`src/rtl/gpio_pkg.sv`:
```
package gpio_pkg;
  // word indices (byte offset >> 2) of the control registers
  localparam int WIX_DIR   = 'h100;
  localparam int WIX_SENSE = 'h101;
  localparam int WIX_BOTH  = 'h102;
  localparam int WIX_EVT   = 'h103;
  localparam int WIX_MASK  = 'h104;
  localparam int WIX_RAW   = 'h105;
  localparam int WIX_MSTAT = 'h106;
  localparam int WIX_CLR   = 'h107;
  localparam int WIX_MODE  = 'h108;

  typedef enum logic [3:0] {
    SEL_NONE, SEL_DATA, SEL_DIR, SEL_SENSE, SEL_BOTH, SEL_EVT,
    SEL_MASK, SEL_RAW, SEL_MSTAT, SEL_CLR, SEL_MODE
  } reg_sel_e;
endpackage

```
`src/rtl/gpio_rst_sync.sv`:
```
module gpio_rst_sync (
  input  logic clk,
  input  logic arst_n,
  output logic srst_n
);
  logic [1:0] st_q;

  always_ff @(posedge clk or negedge arst_n) begin
    if (!arst_n) st_q <= 2'b00;
    else         st_q <= {st_q[0], 1'b1};
  end

  assign srst_n = st_q[1];
endmodule

```
`src/rtl/gpio_sync.sv`:
```
module gpio_sync #(
  parameter int W      = 8,
  parameter int STAGES = 2
) (
  input  logic         clk,
  input  logic         rst_n,
  input  logic [W-1:0] d,
  output logic [W-1:0] q
);
  logic [STAGES-1:0][W-1:0] st_q;

  always_ff @(posedge clk or negedge rst_n) begin
    if (!rst_n) st_q <= '0;
    else        st_q <= {st_q[STAGES-2:0], d};
  end

  assign q = st_q[STAGES-1];
endmodule

```
`src/rtl/gpio_pin_irq.sv`:
```
module gpio_pin_irq (
  input  logic clk,
  input  logic rst_n,
  input  logic lvl,
  input  logic lvl_prev,
  input  logic sense,
  input  logic both,
  input  logic polarity,
  input  logic clr,
  output logic raw
);
  logic rise, fall, edge_hit, lat_q, lat_d;

  assign rise = lvl & ~lvl_prev;
  assign fall = ~lvl & lvl_prev;

  always_comb begin
    if (both)          edge_hit = rise | fall;
    else if (polarity) edge_hit = rise;
    else               edge_hit = fall;
  end

  // latched edge status; held clear while the pin is level-sensed
  always_comb begin
    lat_d = ~sense & (edge_hit | (lat_q & ~clr));
  end

  always_ff @(posedge clk or negedge rst_n) begin
    if (!rst_n) lat_q <= 1'b0;
    else        lat_q <= lat_d;
  end

  assign raw = sense ? (polarity ? lvl : ~lvl) : lat_q;


  clr_vs_edge_chk: assert property (@(posedge clk) disable iff (!rst_n)
    (clr && edge_hit && !sense) |=> lat_q);


  edge_hold_chk: assert property (@(posedge clk) disable iff (!rst_n)
    (lat_q && !clr && !sense) |=> lat_q);


  clr_drop_chk: assert property (@(posedge clk) disable iff (!rst_n)
    (lat_q && clr && !edge_hit) |=> !lat_q);
endmodule

```
`src/rtl/gpio_irq_ctrl.sv`:
```
module gpio_irq_ctrl #(
  parameter int NPIN        = 8,
  parameter int ADDR_W      = 12,
  parameter int SYNC_STAGES = 2
) (
  input  logic              clk,
  input  logic              rst_n,
  input  logic              bus_en,
  input  logic              bus_we,
  input  logic [ADDR_W-1:0] bus_addr,
  input  logic [NPIN-1:0]   bus_wdata,
  output logic [NPIN-1:0]   bus_rdata,
  input  logic [NPIN-1:0]   pin_in,
  output logic [NPIN-1:0]   pin_out,
  output logic [NPIN-1:0]   pin_oe,
  output logic              irq
);
  import gpio_pkg::*;

  localparam int WORD_W = ADDR_W - 2;
  localparam int WIN_HI = NPIN + 2;

  logic              rst_s_n;
  logic [NPIN-1:0]   pin_s, pin_d_q;
  logic [NPIN-1:0]   out_q, dir_q, sense_q, both_q, evt_q, mask_q, mode_q;
  logic [NPIN-1:0]   out_d, amask, clr, raw, mstat;
  logic [WORD_W-1:0] word;
  logic              in_window, wr, addr_lo_unused;
  reg_sel_e          sel;

  gpio_rst_sync u_rst (.clk(clk), .arst_n(rst_n), .srst_n(rst_s_n));

  gpio_sync #(.W(NPIN), .STAGES(SYNC_STAGES)) u_sync (
    .clk(clk), .rst_n(rst_s_n), .d(pin_in), .q(pin_s)
  );

  // address decode
  assign addr_lo_unused = ^bus_addr[1:0];
  assign word      = bus_addr[ADDR_W-1:2];
  assign amask     = bus_addr[WIN_HI-1:2];
  assign in_window = (bus_addr[ADDR_W-1:WIN_HI] == '0);
  assign wr        = bus_en & bus_we;

  always_comb begin
    sel = SEL_NONE;
    if (in_window) sel = SEL_DATA;
    else begin
      case (int'(word))
        WIX_DIR:   sel = SEL_DIR;
        WIX_SENSE: sel = SEL_SENSE;
        WIX_BOTH:  sel = SEL_BOTH;
        WIX_EVT:   sel = SEL_EVT;
        WIX_MASK:  sel = SEL_MASK;
        WIX_RAW:   sel = SEL_RAW;
        WIX_MSTAT: sel = SEL_MSTAT;
        WIX_CLR:   sel = SEL_CLR;
        WIX_MODE:  sel = SEL_MODE;
        default:   sel = SEL_NONE;
      endcase
    end
  end

  // next state
  always_comb begin
    out_d = (out_q & ~amask) | (bus_wdata & amask);
    clr   = (wr && sel == SEL_CLR) ? bus_wdata : '0;
  end

  // register file with explicit write enables
  always_ff @(posedge clk or negedge rst_s_n) begin
    if (!rst_s_n) begin
      out_q   <= '0;
      dir_q   <= '0;
      sense_q <= '0;
      both_q  <= '0;
      evt_q   <= '0;
      mask_q  <= '0;
      mode_q  <= '0;
      pin_d_q <= '0;
    end else begin
      pin_d_q <= pin_s;
      if (wr && sel == SEL_DATA)  out_q   <= out_d;
      if (wr && sel == SEL_DIR)   dir_q   <= bus_wdata;
      if (wr && sel == SEL_SENSE) sense_q <= bus_wdata;
      if (wr && sel == SEL_BOTH)  both_q  <= bus_wdata;
      if (wr && sel == SEL_EVT)   evt_q   <= bus_wdata;
      if (wr && sel == SEL_MASK)  mask_q  <= bus_wdata;
      if (wr && sel == SEL_MODE)  mode_q  <= bus_wdata;
    end
  end

  // per-pin interrupt detectors
  for (genvar i = 0; i < NPIN; i++) begin : g_pin
    gpio_pin_irq u_pin (
      .clk(clk), .rst_n(rst_s_n),
      .lvl(pin_s[i]), .lvl_prev(pin_d_q[i]),
      .sense(sense_q[i]), .both(both_q[i]), .polarity(evt_q[i]),
      .clr(clr[i]), .raw(raw[i])
    );
  end

  assign mstat = raw & mask_q;
  assign irq   = |mstat;

  // read mux
  always_comb begin
    bus_rdata = '0;
    if (bus_en) begin
      case (sel)
        SEL_DATA:  bus_rdata = amask & ((dir_q & out_q) | (~dir_q & pin_s));
        SEL_DIR:   bus_rdata = dir_q;
        SEL_SENSE: bus_rdata = sense_q;
        SEL_BOTH:  bus_rdata = both_q;
        SEL_EVT:   bus_rdata = evt_q;
        SEL_MASK:  bus_rdata = mask_q;
        SEL_RAW:   bus_rdata = raw;
        SEL_MSTAT: bus_rdata = mstat;
        SEL_MODE:  bus_rdata = mode_q;
        default:   bus_rdata = '0;
      endcase
    end
  end

  assign pin_out = out_q;
  assign pin_oe  = dir_q;


  data_mask_chk: assert property (@(posedge clk) disable iff (!rst_s_n)
    (wr && sel == SEL_DATA) |=> (((pin_out ^ $past(pin_out)) & ~$past(amask)) == '0));


  oe_dir_chk: assert property (@(posedge clk) disable iff (!rst_s_n)
    (wr && sel == SEL_DIR) |=> (pin_oe == $past(bus_wdata)));


  irq_gate_chk: assert property (@(posedge clk) disable iff (!rst_s_n)
    (mask_q == '0) |-> !irq);


  level_follow_chk: assert property (@(posedge clk) disable iff (!rst_s_n)
    (sense_q[0] && evt_q[0]) |-> (raw[0] == pin_s[0]));
endmodule

```
`config.mk`:
```
export PLATFORM = sky130hd
export DESIGN_NAME = gpio_irq_ctrl
export DESIGN_NICKNAME = d
export VERILOG_FILES = /design/src/rtl/gpio_pkg.sv /design/src/rtl/gpio_rst_sync.sv /design/src/rtl/gpio_sync.sv /design/src/rtl/gpio_pin_irq.sv /design/src/rtl/gpio_irq_ctrl.sv
export SDC_FILE = /design/constraint.sdc
export NUM_CORES = 1
export LEC_CHECK = 0
export CELL_PAD_IN_SITES_DETAIL_PLACEMENT = 0
export CELL_PAD_IN_SITES_GLOBAL_PLACEMENT = 1
export CORE_ASPECT_RATIO = 0.7
export CORE_UTILIZATION = 48
export CTS_CLUSTER_DIAMETER = 30
export DETAILED_ROUTE_END_ITERATION = 8
export PLACE_DENSITY_LB_ADDON = 0.1
export SKIP_CTS_REPAIR_TIMING = 1
export SYNTH_ARGS = -nofsm -noshare
export SYNTH_HDL_FRONTEND = slang
export SYNTH_SLANG_ARGS = --single-unit
```
`constraint.sdc`:
```
create_clock -name clk -period 7.12 [get_ports clk]
set_clock_uncertainty 0.15 [all_clocks]
set_input_delay 1.424 -clock clk [delete_from_list [all_inputs] [get_ports clk]]
set_output_delay 1.424 -clock clk [all_outputs]
set_load 0.05 [all_outputs]
```
==> flow_summary_export.csv <==
group,metric,value,unit
route,dr_wl_met3,822,um
floorplanning,ioPinCount,57,
route,viasPerCell,6.039,
route,vias,3575,
timing,final.setup.tns,0,ps
power,power,1.182,mW
floorplanning,die_area,0.01025,mm^2
global_routing,track_usage,25.53,%
timing,slew_viol_final,0,
global_routing,antenna_found_initial,0,
synth,async_flop_share,100.0,%
route,drt_iter0_drc,346,
synth,ys_types,59,
timing,hold_violations,0,
route,wl_per_cell,20.50,um
synth,synth_flop_cell,"dfrtp_1",
synth,yosysWarnings,0,
timing,rsz0062_at_grt,"no",
route,drc_errors,0,
timing,fin_crit_sh,86.93,%
floorplanning,die_h,85.01,um
cts,clkTransAtPathRegs,70,ps
timing,max_freq,0.1616,GHz
cells_and_area,final-seq-area,0.002256,mm^2
cells_and_area,nets,511,
placed_design,hpwl,8.310,mm
cells_and_area,syn_to_final_growth,20.37,%
cells_and_area,num-fill-cells,808,
synth,synth_area,0.004725,mm^2
power,powerDensity,207.8,mW/mm^2
job,cap_violations,0,
cts,cts_buffer_depth,2,
timing,tightest_slew,1202,ps
power,leakagePower,2.438,nW
worst_setup_path,endpoint_kind,"output port",
global_routing,grt_pass1_wl,19.40,mm
worst_setup_path,path_class,"in -> out",
floorplanning,core,0.009289,mm^2
synth,ys_seq_area_share,47.67,%
global_routing,first_global_vias,3603,
floorplanning,fp-row-count,29,
cts,h-tree-depth,3,
floorplanning,die_x,120.6,um
cts,cts-buffers-inserted,9,
floorplanning,initial_utilization,50.86,%
cells_and_area,post-route-util,61.22,%
route,wirelength,12.14,mm
worst_setup_path,required,5550,ps
synth,synthCells,407,
worst_setup_path,cp_data_arrival_time,4620,ps
route,met1_length,5.773,mm
power,ir_worst_vdd,127.9,uV
global_routing,grt_max_degree,50,
timing,setup_violations,0,
status,status,"completed",
cts,insertion_delay,340,ps
route,dr.pass1.iters,5,
cts,cts_root_buffer,"clkbuf_16",
route,top_layer,"met4",
cells_and_area,multiInputGateArea,0.002307,mm^2
cts,tritoncts,"built",
placed_design,port-buffer-count,54,
worst_setup_path,cp_max_fo,10,
worst_setup_path,start_kind,"primary input",
worst_hold_path,hold_class,"reg -> async",
cells_and_area,layout_common_cells,"dfrtp_1, mux2_2, clkdlybuf4s50_1",
global_routing,grt_overflow,0,
synth,synth_edf_count,0,
timing,slew_headroom,19.86,%
placed_design,globalplace.congestion,0.8103,
timing,period_needed,6190,ps
cells_and_area,n_antenna_cell,0,
cells_and_area,mostFrequentLayoutCell,"dfrtp_1",
cts,cts.sinks,90,
cells_and_area,layout-drive-gt1-share,23.29,%
synth,syn-num-nets,455,
route,antenna_left,0,
route,wl_met2,5.440,mm
synth,ys_ff_latch,90,
synth,syn_area_per_cell,11.61,um^2
state kept, by name, indices dropped and copies added, names as in the netlist, named ones only:
| register | flops |
|---|---|
| both_q | 8 |
| mask_q | 8 |
| evt_q | 8 |
| sense_q | 8 |
| g_pin.u_pin.lat_q | 8 |
| u_sync.st_q | 8 |
| u_rst.st_q | 2 |
| pin_oe | 8 |
| pin_d_q | 8 |
| mode_q | 8 |
| u_sync.q | 8 |
layer usage:
layer	track usage, %	vias up
met3	5.914	13
met2	38.82	124
met4	6.061	0
li1	-	1624
met1	37.08	1814
met5	0	-
cell usage after synthesis (all sizes together), types with 2 or more instances:
cell type / count / area share [%]
a32oi: 9 / 1.7
and2: 4 / 0.53
a21oi: 10 / 1.1
mux2: 74 / 18
ha: 16 / 4.2
o21ai: 14 / 1.5
mux2i: 9 / 1.9
xnor2: 8 / 1.5
nor2: 8 / 0.64
nand3: 10 / 1.5
dfrtp: 90 / 48
nand4: 6 / 1.1
nand2b: 5 / 0.66
nand2: 32 / 2.5
a22o: 5 / 0.93
nor3: 3 / 0.56
o31ai: 9 / 1.4
buf: 9 / 1.2
nor2b: 4 / 0.53
clkbuf: 8 / 0.64
a21o: 3 / 0.48
o211ai: 2 / 0.32
inv: 21 / 1.7
a22oi: 5 / 0.79
o22ai: 2 / 0.26
or4b: 2 / 0.50
nor4: 3 / 0.53
a2bb2oi: 3 / 0.56
a31oi: 9 / 1.2
and3: 4 / 0.53
worst paths after layout:
check,startpoint,endpoint,slack [ps],cells after the start
setup / recovery,bus_addr[11],bus_rdata[0],930,6
hold / removal,u_rst.st_q[1]$_DFF_PN0_,mask_q[5]$_DFFE_PN0P_,170,0
setup reg to reg,u_rst.st_q[1]$_DFF_PN0_,g_pin[3].u_pin.lat_q$_DFF_PN0_,5610,1
hold reg to reg,u_rst.st_q[1]$_DFF_PN0_,mask_q[5]$_DFFE_PN0P_,170,0
max in group asynchronous,rst_n,u_rst.st_q[1]$_DFF_PN0_,5600,1
min in group clk,u_sync.st_q[7]$_DFF_PN0_,u_sync.q[7]$_DFF_PN0_,200,0
critical path, cell delays in order:
cell	delay (ps)
clkdlybuf4s50_1	650
or4b_1	620
nor2_1	550
a32oi_1	200
a31oi_1	310
clkdlybuf4s50_1	860
area by class of cell:
cell class | count | area share [%]
Clock buffer | 10 | 4.202
Clock inverter | 6 | 0.8801
Inverter | 21 | 1.386
Multi-Input combinational cell | 279 | 40.57
Sequential cell | 90 | 39.67
Tap cell | 124 | 2.728
Timing Repair Buffer | 62 | 10.56
cells by family (layout without fill, tap and decap cells):
kind of cell | after synthesis | in the layout | synth area share [%]
DFF | 90 | 90 | 47.67
AOI/OAI and AO/OA | 86 | 86 | 13.06
and+or+nand+nor | 85 | 85 | 10.43
muxes | 83 | 83 | 19.54
buffers and inverters | 38 | 99 | 3.496
adders and majority gates | 16 | 16 | 4.237
xor gates and xnor gates | 8 | 8 | 1.483
other | 1 | 1 | 0.07937
through the flow:
step | std cells | hold slack, ps | area (um^2) | setup WS, ps
detailed placement | 576 | 181.6 | 5398 | 1027
finish | 592 | 173.0 | 5687 | 930.3
CTS | 592 | 192.1 | 5687 | 1006
global route | 592 | 208.3 | 5687 | 812.1
floorplan | 407 | 181.2 | 4725 | 2124
global placement | 576 | 178.2 | 5398 | 1018
report_power, final:
group	total [mW]	internal (mW)	switching, mW
clock network	0.457	0.249	0.208
logic	0.169	0.0669	0.102
registers	0.556	0.534	0.0218
total	1.18	0.850	0.332
Power figures use the tool's default switching activity.
